[config.mk]
export PLATFORM = sky130hd
export DESIGN_NAME = spi_word_master
export DESIGN_NICKNAME = d
export VERILOG_FILES = /design/src/rtl/spim_pkg.sv /design/src/rtl/spim_shifter.sv /design/src/rtl/spim_flags.sv /design/src/rtl/spi_word_master.sv
export SDC_FILE = /design/constraint.sdc
export NUM_CORES = 1
export LEC_CHECK = 0
export ABC_AREA = 0
export BUFFER_PORTS_ARGS = -buffer_cell sky130_fd_sc_hd__buf_2
export CORE_MARGIN = 3
export CORE_UTILIZATION = 51
export DETAILED_ROUTE_END_ITERATION = 10
export PLACE_DENSITY = 0.79
export SLEW_MARGIN = 20
export SYNTH_ARGS = -nofsm -noshare
export SYNTH_HDL_FRONTEND = slang
export SYNTH_SLANG_ARGS = --single-unit
export TNS_END_PERCENT = 10
[constraint.sdc]
create_clock -name clk -period 2 [get_ports clk]
set_input_delay 0.4 -clock clk [delete_from_list [all_inputs] [get_ports clk]]
set_output_delay 0.4 -clock clk [all_outputs]
set_load 0.1 [all_outputs]
[src/rtl/spim_pkg.sv]
package spim_pkg;

    // register word addresses
    localparam logic [2:0] ADR_RX   = 3'd0;
    localparam logic [2:0] ADR_TX   = 3'd1;
    localparam logic [2:0] ADR_STAT = 3'd2;
    localparam logic [2:0] ADR_CTRL = 3'd3;
    localparam logic [2:0] ADR_SEL  = 3'd5;

    // status and control bit positions
    localparam int B_ROE   = 3;
    localparam int B_TOE   = 4;
    localparam int B_TMT   = 5;
    localparam int B_TRDY  = 6;
    localparam int B_RRDY  = 7;
    localparam int B_ERR   = 8;
    localparam int B_FORCE = 10;

    localparam int CTRL_W = 11;
    localparam logic [CTRL_W-1:0] CTRL_KEEP = 11'b101_1101_1000;

    typedef struct packed {
        logic rrdy;
        logic roe;
        logic toe;
    } flags_t;

endpackage

[src/rtl/spim_shifter.sv]
module spim_shifter #(
    parameter int DATA_W  = 8,
    parameter int CLK_DIV = 2
) (
    input  logic              clk,
    input  logic              rst_n,
    input  logic              start,
    input  logic [DATA_W-1:0] word,
    input  logic              miso,
    output logic              busy,
    output logic              sclk,
    output logic              mosi,
    output logic              done,
    output logic [DATA_W-1:0] rx_word
);
    localparam int CNT_W = (CLK_DIV > 1) ? $clog2(CLK_DIV) : 1;
    localparam int BIT_W = $clog2(DATA_W + 1);
    localparam logic [CNT_W-1:0] DIV_LAST = CNT_W'(CLK_DIV - 1);
    localparam logic [BIT_W-1:0] BIT_LAST = BIT_W'(DATA_W - 1);

    typedef struct packed {
        logic              busy;
        logic              sclk;
        logic              done;
        logic [CNT_W-1:0]  div;
        logic [BIT_W-1:0]  bits;
        logic [DATA_W-1:0] tx;
        logic [DATA_W-1:0] rx;
    } sh_t;

    sh_t sh_d, sh_q;

    always_comb begin
        sh_d      = sh_q;
        sh_d.done = 1'b0;
        if (!sh_q.busy) begin
            if (start) begin
                sh_d.busy = 1'b1;
                sh_d.tx   = word;
                sh_d.div  = '0;
                sh_d.bits = '0;
                sh_d.sclk = 1'b0;
            end
        end else if (sh_q.div == DIV_LAST) begin
            sh_d.div  = '0;
            sh_d.sclk = !sh_q.sclk;
            if (!sh_q.sclk) begin
                // rising edge: sample the target
                sh_d.rx = {sh_q.rx[DATA_W-2:0], miso};
            end else begin
                // falling edge: present the next bit
                sh_d.tx = {sh_q.tx[DATA_W-2:0], 1'b0};
                if (sh_q.bits == BIT_LAST) begin
                    sh_d.busy = 1'b0;
                    sh_d.done = 1'b1;
                end else begin
                    sh_d.bits = sh_q.bits + 1'b1;
                end
            end
        end else begin
            sh_d.div = sh_q.div + 1'b1;
        end
    end

    always_ff @(posedge clk or negedge rst_n) begin
        if (!rst_n) sh_q <= '0;
        else        sh_q <= sh_d;
    end

    assign busy    = sh_q.busy;
    assign sclk    = sh_q.sclk;
    assign mosi    = sh_q.tx[DATA_W-1];
    assign done    = sh_q.done;
    assign rx_word = sh_q.rx;

    // data may only move on falling edges
    a_r2_mosi_steady: assert property (@(posedge clk) disable iff (!rst_n)
        $rose(sclk) |-> $stable(mosi));
    // mode 0 idle level
    a_r2_idle_low: assert property (@(posedge clk) disable iff (!rst_n)
        !busy |-> !sclk);

endmodule

[src/rtl/spim_flags.sv]
module spim_flags
    import spim_pkg::*;
(
    input  logic   clk,
    input  logic   rst_n,
    input  logic   rx_done,
    input  logic   rx_read,
    input  logic   stat_wr,
    input  logic   tx_reject,
    output flags_t flags
);
    flags_t fl_d, fl_q;

    always_comb begin
        fl_d = fl_q;
        if (rx_done)      fl_d.rrdy = 1'b1;
        else if (rx_read) fl_d.rrdy = 1'b0;

        if (rx_done && fl_q.rrdy && !rx_read) fl_d.roe = 1'b1;
        else if (stat_wr)                     fl_d.roe = 1'b0;

        if (tx_reject)    fl_d.toe = 1'b1;
        else if (stat_wr) fl_d.toe = 1'b0;
    end

    always_ff @(posedge clk or negedge rst_n) begin
        if (!rst_n) fl_q <= '0;
        else        fl_q <= fl_d;
    end

    assign flags = fl_q;

    a_r3_read_clears: assert property (@(posedge clk) disable iff (!rst_n)
        (rx_read && !rx_done) |=> !flags.rrdy);
    a_r6_overrun_sets: assert property (@(posedge clk) disable iff (!rst_n)
        (rx_done && flags.rrdy && !rx_read) |=> flags.roe);
    a_r5_reject_sets: assert property (@(posedge clk) disable iff (!rst_n)
        tx_reject |=> flags.toe);
    a_r7_status_clears: assert property (@(posedge clk) disable iff (!rst_n)
        (stat_wr && !tx_reject && !rx_done) |=> (!flags.roe && !flags.toe));

endmodule

[src/rtl/spi_word_master.sv]
module spi_word_master
    import spim_pkg::*;
#(
    parameter int DATA_W  = 8,
    parameter int NUM_TGT = 4,
    parameter int CLK_DIV = 2
) (
    input  logic               clk,
    input  logic               rst_n,
    input  logic [2:0]         bus_addr,
    input  logic               bus_wr,
    input  logic               bus_rd,
    input  logic [31:0]        bus_wdata,
    output logic [31:0]        bus_rdata,
    output logic               irq,
    output logic               sclk,
    output logic               mosi,
    input  logic               miso,
    output logic [NUM_TGT-1:0] ss_n
);
    typedef struct packed {
        logic               hold_v;
        logic [DATA_W-1:0]  hold;
        logic [DATA_W-1:0]  rxd;
        logic [CTRL_W-1:0]  ctrl;
        logic [NUM_TGT-1:0] sel;
    } rf_t;

    rf_t rf_d, rf_q;

    logic              sh_busy, sh_done, sh_start;
    logic [DATA_W-1:0] sh_rx;
    logic              wr_tx, wr_stat, rd_rx, tx_reject;
    logic              trdy, tmt, ss_active;
    logic [31:0]       status;
    flags_t            flags;

    assign wr_tx     = bus_wr && (bus_addr == ADR_TX);
    assign wr_stat   = bus_wr && (bus_addr == ADR_STAT);
    assign rd_rx     = bus_rd && (bus_addr == ADR_RX);
    assign tx_reject = wr_tx && rf_q.hold_v;
    assign sh_start  = rf_q.hold_v && !sh_busy;

    always_comb begin
        rf_d = rf_q;
        if (sh_start)                    rf_d.hold_v = 1'b0;
        if (wr_tx && !rf_q.hold_v) begin
            rf_d.hold_v = 1'b1;
            rf_d.hold   = bus_wdata[DATA_W-1:0];
        end
        if (sh_done)                     rf_d.rxd  = sh_rx;
        if (bus_wr && bus_addr == ADR_CTRL)
            rf_d.ctrl = bus_wdata[CTRL_W-1:0] & CTRL_KEEP;
        if (bus_wr && bus_addr == ADR_SEL)
            rf_d.sel  = bus_wdata[NUM_TGT-1:0];
    end

    always_ff @(posedge clk or negedge rst_n) begin
        if (!rst_n) rf_q <= '0;
        else        rf_q <= rf_d;
    end

    spim_shifter #(.DATA_W(DATA_W), .CLK_DIV(CLK_DIV)) u_shift (
        .clk     (clk),
        .rst_n   (rst_n),
        .start   (sh_start),
        .word    (rf_q.hold),
        .miso    (miso),
        .busy    (sh_busy),
        .sclk    (sclk),
        .mosi    (mosi),
        .done    (sh_done),
        .rx_word (sh_rx)
    );

    spim_flags u_flags (
        .clk       (clk),
        .rst_n     (rst_n),
        .rx_done   (sh_done),
        .rx_read   (rd_rx),
        .stat_wr   (wr_stat),
        .tx_reject (tx_reject),
        .flags     (flags)
    );

    assign trdy = !rf_q.hold_v;
    assign tmt  = !rf_q.hold_v && !sh_busy;

    always_comb begin
        status         = '0;
        status[B_ROE]  = flags.roe;
        status[B_TOE]  = flags.toe;
        status[B_TMT]  = tmt;
        status[B_TRDY] = trdy;
        status[B_RRDY] = flags.rrdy;
        status[B_ERR]  = flags.roe | flags.toe;
    end

    always_comb begin
        case (bus_addr)
            ADR_RX:   bus_rdata = 32'(rf_q.rxd);
            ADR_STAT: bus_rdata = status;
            ADR_CTRL: bus_rdata = 32'(rf_q.ctrl);
            ADR_SEL:  bus_rdata = 32'(rf_q.sel);
            default:  bus_rdata = '0;
        endcase
    end

    assign irq       = |(status[B_ERR:B_ROE] & rf_q.ctrl[B_ERR:B_ROE]);
    assign ss_active = !tmt || rf_q.ctrl[B_FORCE];
    assign ss_n      = ~(rf_q.sel & {NUM_TGT{ss_active}});

    // an accepted word occupies the holding slot
    a_r4_accept_fills: assert property (@(posedge clk) disable iff (!rst_n)
        (wr_tx && trdy) |=> !trdy);
    // no select while idle and not forced
    a_r9_idle_deselected: assert property (@(posedge clk) disable iff (!rst_n)
        (tmt && !rf_q.ctrl[B_FORCE]) |-> (&ss_n));
    // forced select reaches a line whenever a target is chosen
    a_r10_force_holds: assert property (@(posedge clk) disable iff (!rst_n)
        (rf_q.ctrl[B_FORCE] && (|rf_q.sel)) |-> !(&ss_n));
    // a finished word lands in the receive register
    a_r2_rx_lands: assert property (@(posedge clk) disable iff (!rst_n)
        sh_done |=> (rf_q.rxd == $past(sh_rx)));

endmodule

# ---- Yosys cells after proc, flatten, opt, wreduce, memory -nomap -nowiden
# Cells that the tools add are included.
dict set report classes {
  muxes 23
  addsub 2
  reduce_logical 28
  eq_ne 8
  bitwise_logic 5
}
# cell count
set op_table {}
lappend op_table {{case mux 11 bit (4 select lines)} 1}
lappend op_table {{2-to-1 mux 13 bit} 2}
lappend op_table {{2-to-1 mux 20 bit} 1}
lappend op_table {{2-to-1 mux 1 bit} 12}
lappend op_table {{2-to-1 mux 12 bit} 1}
lappend op_table {{logical AND 1 bit} 11}
lappend op_table {{nonzero test 2 bit} 5}
lappend op_table {{2-to-1 mux 9 bit} 1}
lappend op_table {{2-to-1 mux 8 bit} 1}
lappend op_table {{AND 6 bit} 1}
lappend op_table {{equality test 3 x 2 -> 1 bit (second input constant)} 2}
lappend op_table {{!= test 2 bit (second input constant)} 3}
lappend op_table {{AND reduction 3 bit} 2}
lappend op_table {{OR reduction 6 bit} 1}
lappend op_table {{zero test 1 bit} 5}
lappend op_table {{adder 4 x 1 -> 4 bit (second input constant)} 1}
lappend op_table {{AND 4 bit} 1}
lappend op_table {{equality test 4 x 3 -> 1 bit (second input constant)} 1}
lappend op_table {{2-to-1 mux 2 bit} 2}
lappend op_table {{2-to-1 mux 4 bit} 1}
lappend op_table {{inverter 4 bit} 1}
lappend op_table {{AND reduction 4 bit} 1}
lappend op_table {{equality test 3 x 1 -> 1 bit (second input constant)} 1}
lappend op_table {{equality test 3 bit (second input constant)} 1}
lappend op_table {{other kinds (7)} 7}
dict set report totals {
  inputBits 40
  output_inout_bits 39
  ff_bits 54
  elab_cells 81
}

# ---- Longest topological paths before layout
dict set report logic_depth {
  word_depth 6
  ltp_mapped 5
  depth_no_buf 4
}

# ---- Hierarchy
# Synthesis repeated with hierarchy kept, for this count alone.
dict set report hier_totals {
  hier_cells 239
  area_unflattened_um2 2792.7
}
# module area_per_inst_um2 instances seq_area_each_um2 cells_per_inst
set modules_own_cells {}
lappend modules_own_cells {spi_word_master 1496.4 1 675.6 134}
lappend modules_own_cells {spim_shifter 1187.4 1 600.6 97}
lappend modules_own_cells {spim_flags 108.9 1 75.1 8}

# ---- Worst setup path after synthesis
# OpenSTA, ideal clock, no wires.
dict set report synth_timing {
  path_kind {input -> output}
  startpoint {input port bus_addr[1]}
  endpoint {output port bus_rdata[5]}
  required_time_ps 1600
  slack_ps -1332
  cell_stages 4
  path_buffers 2
  arrival_ps 2932
  cell_sequence {clkbuf_1 -> buf_2 -> mux2i_1 -> nor3_1}
}
dict set report synth_between {
  elab_chain_cells 2
  word_cells_on_any_way 5
  cone_classes {eq/ne (3); mux (1); reduce/logical (1)}
}
# item line
set synth_lines {}
lappend synth_lines {{start: declaration} spi_word_master.sv:10} ;# input logic [2:0] bus_addr,
lappend synth_lines {{equality test 3 bit, or another cell as far along} spi_word_master.sv:100} ;# case (bus_addr)
lappend synth_lines {{case mux 11 bit (4 select lines) *} spi_word_master.sv:100}
lappend synth_lines {{end: declaration} spi_word_master.sv:14} ;# output logic [31:0] bus_rdata,
# Every way passes the cells marked *; elsewhere a longest branch is shown, timed or not.

# ---- Worst setup path after layout
dict set report layout_timing {
  startpoint {register u_shift.sh_q, in the netlist u_shift.busy}
  endpoint {output port ss_n[3]}
}
dict set report layout_between {
  elab_chain_cells 6
}
# item line
set layout_lines {}
lappend layout_lines {{start: declaration} spim_shifter.sv:31} ;# sh_t sh_d, sh_q;
lappend layout_lines {{start signal: assignment} spim_shifter.sv:66} ;# if (!rst_n) sh_q <= '0;
lappend layout_lines {{start signal: assignment} spim_shifter.sv:67} ;# else sh_q <= sh_d;
lappend layout_lines {{zero test 1 bit} spi_word_master.sv:87} ;# assign tmt = !rf_q.hold_v && !sh_busy;
lappend layout_lines {{logical AND 1 bit} spi_word_master.sv:87}
lappend layout_lines {{zero test 1 bit} spi_word_master.sv:110} ;# assign ss_active = !tmt || rf_q.ctrl[B_FORCE];
lappend layout_lines {{logical OR 1 bit} spi_word_master.sv:110}
lappend layout_lines {{AND 4 bit} spi_word_master.sv:111} ;# assign ss_n = ~(rf_q.sel & {NUM_TGT{ss_active}});
lappend layout_lines {{inverter 4 bit} spi_word_master.sv:111}
lappend layout_lines {{end: declaration} spi_word_master.sv:19} ;# output logic [NUM_TGT-1:0] ss_n
# Every way passes these cells.

==> results.md <==
- Layout cell share with drive strength beyond 1: 0.382
- Placeable core area: 4880 um^2
- Synthesis-stage register bit count: 54
- Longest Clk Path Bufs: 2
- Nets: 315
- Met3 Routed Length: 332 um
- Initial Util: 0.542
- Die ar.: 6090 um^2
- TritonCTS Sinks: 54
- Worst setup SP type: register
- Mean Syn Cell Area: 11.2 um^2
- Met2 WL: 2530 um
- Max-cap violations: 0
- Final Cell Area: 3260 um^2
- P_int: 0.00258 W
- Clk_skew: 0.0207 ns
- Leakage: 1.47 nW
- Number of cell rows: 25
- Synth-to-Final Area Change: 23.4%
- Routed vias: 1844
- Number of fill cells: 377
- Metal-1 WL: 2160 um
- Io pins: 79
- Pin count of the biggest net entering global routing: 55
- Top-count cell post-synth: dfrtp_1
- Clk pwr share: 0.175
- Crit path time final: 1.96 ns
- Synthesized cell area: 2650 um^2
- Vias in the first global route: 1867
- Async S/R FF share, synth: 1.00
- DRC viols: 0
- 1st-iter DRT viols: 88
- Clock-pin slew on the worst setup and hold paths: 0.11 ns
- Die Wd: 78.0 um
- Fin cells: 342
- Initial antenna violation count: 0
- Hold Vio Cnt, Final: 0
- Total track usage: 0.184
- Initial DRT Pass Iterations: 4
- # port buffers: 34
- Psw: 0.00181 W
- Max Fanout on Critical Path: 7
- Synth area leader: dfrtp_1
- CTS tree: done
- Post-DR vias/cell: 5.39
- GP Congestion: 0.851
- EDFF count, synth: 0
- Max-slew violations: 0
- # placed instances: 334
- Routed wire length: 5110 um
- Worst endpoint required time: 1.60 ns
- Flop pwr share: 0.396
- Setup TNS: 0 ns
- Crit end category: output pin
- Synthesis Warnings: 0
- Skew-Pair Late Insertion Delay: 0.31 ns
- Post-synth top flop: dfrtp_1
- Critical Path AT: 1.56 ns
- Sw frac: 0.413
- Antenna Nets Post-Route: 0
- Fmax: 0.510 GHz
- Pwr/cell area: 1350 nW/um^2
- Tcrit/Tclk final: 0.981
- Drt wl/cell: 14.9 um
- Register area share after synthesis: 0.511
- DP HPWL: 3800 um
- Worst Path Class, Setup: reg -> out
- Max VDD drop: 860 uV
- Synth area leaders: dfrtp_1 (51%), mux2_2 (16%), buf_4 (6.2%)
- Endpoints failing setup: 0
- Synthesized netlist cell count: 236
- CTS root buf: clkbuf_8
- Worst hold-check slack: 0.0592 ns
- Hold Path Class: in -> async
- Logic pwr share: 0.429
- N_diodes: 0
- Synth cell types: 39
- Most frequent cells after synthesis: dfrtp_1 (54), mux2_2 (38), buf_4 (22)
- Dpl cell area: 3130 um^2
- Status: complete, no violations
- Top Layer Used: met4
- Postcts setup bufs: 0
- Die H: 78.0 um
- H-tree levels: 2
- Yosys top cell area share: 0.511
- First-pass GRT wire length: 8830 um
- GR Overflow Total: 0
- Cts bufs inserted: 5
state kept, by name (all words and copies together) (netlist names):
register / cells
u_shift.mosi: 1
u_shift.rx_word: 8
u_shift.sclk: 1
u_shift.busy: 1
u_shift.sh_q: 12
u_shift.done: 1
rf_q: 27
u_flags.flags: 3
critical path: stages (launching register included):
cell and delay, ns:
dfrtp_2 0.48, or3_4 0.44, nand2_1 0.13, buf_12 0.18
layout by cell type (no fill, tap or decap), types with 5 or more instances in the layout:
cell type,synthesis,layout
nor2_1,9,5
o21ai_0,10,10
mux2_2,38,38
buf_2,7,19
buf_12,0,16
clkbuf_8,0,6
nand2_1,13,12
conb_1,1,22
buf_4,22,8
nor2b_1,11,11
a21oi_1,13,10
nand2b_1,6,6
dfrtp_1,54,52
nand3_1,14,13
per-stage QoR:
step	worst slack (ns)	utilization	power [W]
floorplan	-0.250	-	0.00313
global placement	0.196	0.641	0.00357
detailed placement	0.178	0.641	0.00364
CTS	0.0431	0.667	0.00442
global route	-0.00998	0.669	0.00465
finish	0.0389	0.669	0.00440
cells by family after synthesis:
logic type / after synthesis / synth area share
simple gates: 66 / 0.135
xor+xnor: 1 / 0.00331
flops: 54 / 0.511
buf+inv: 35 / 0.0842
other cells: 1 / 0.00142
mux: 41 / 0.173
fa+ha+maj: 1 / 0.00473
compound gates: 37 / 0.0870
cell type report:
class,count,area (um^2),area share
flip-flops and latches,54,1350,0.415
inverters,2,7.51,0.00230
multi-input cells,168,1220,0.374
well taps,67,83.8,0.0257
repair buffers,43,475,0.146
clock inverters,2,38.8,0.0119
clock buffers,6,82.6,0.0253
path summary, 6_finish.rpt:
path / from / slack (ns) / cells after the start / end
min in group clk: bus_wdata[5] / 0.32 / 2 / rf_q[28]
setup / recovery: u_shift.busy / 0.04 / 3 / ss_n[3]
max in group asynchronous: rst_n / 1.68 / 2 / rf_q[16]
hold reg to reg: rf_q[24] / 0.51 / 1 / rf_q[24]
setup reg to reg: u_shift.busy / 0.30 / 4 / u_shift.sh_q[16]
hold / removal: rst_n / 0.06 / 2 / u_shift.mosi
power groups by stage:
stage	clock network, W	logic (W)	registers, W
2_1_floorplan	0	0.00134	0.00179
3_3_place_gp	0	0.00184	0.00173
4_1_cts	0.000787	0.00189	0.00174
5_1_grt	0.000829	0.00202	0.00181
6_report	0.000769	0.00189	0.00174
3_5_place_dp	0	0.00188	0.00176
timing repair:
item                                    4_1_cts  5_1_grt
hold buffers                                  0        0
gates cloned                                  0        0
resized for setup                             3        3
endpoints found under the setup margin        5        1
metal layers:
metal,track usage,vias up
met2,0.307,71
met1,0.241,908
met5,0,-
li1,-,856
met3,0.0401,9
met4,0.0542,0
Power figures use the tool's default switching activity.
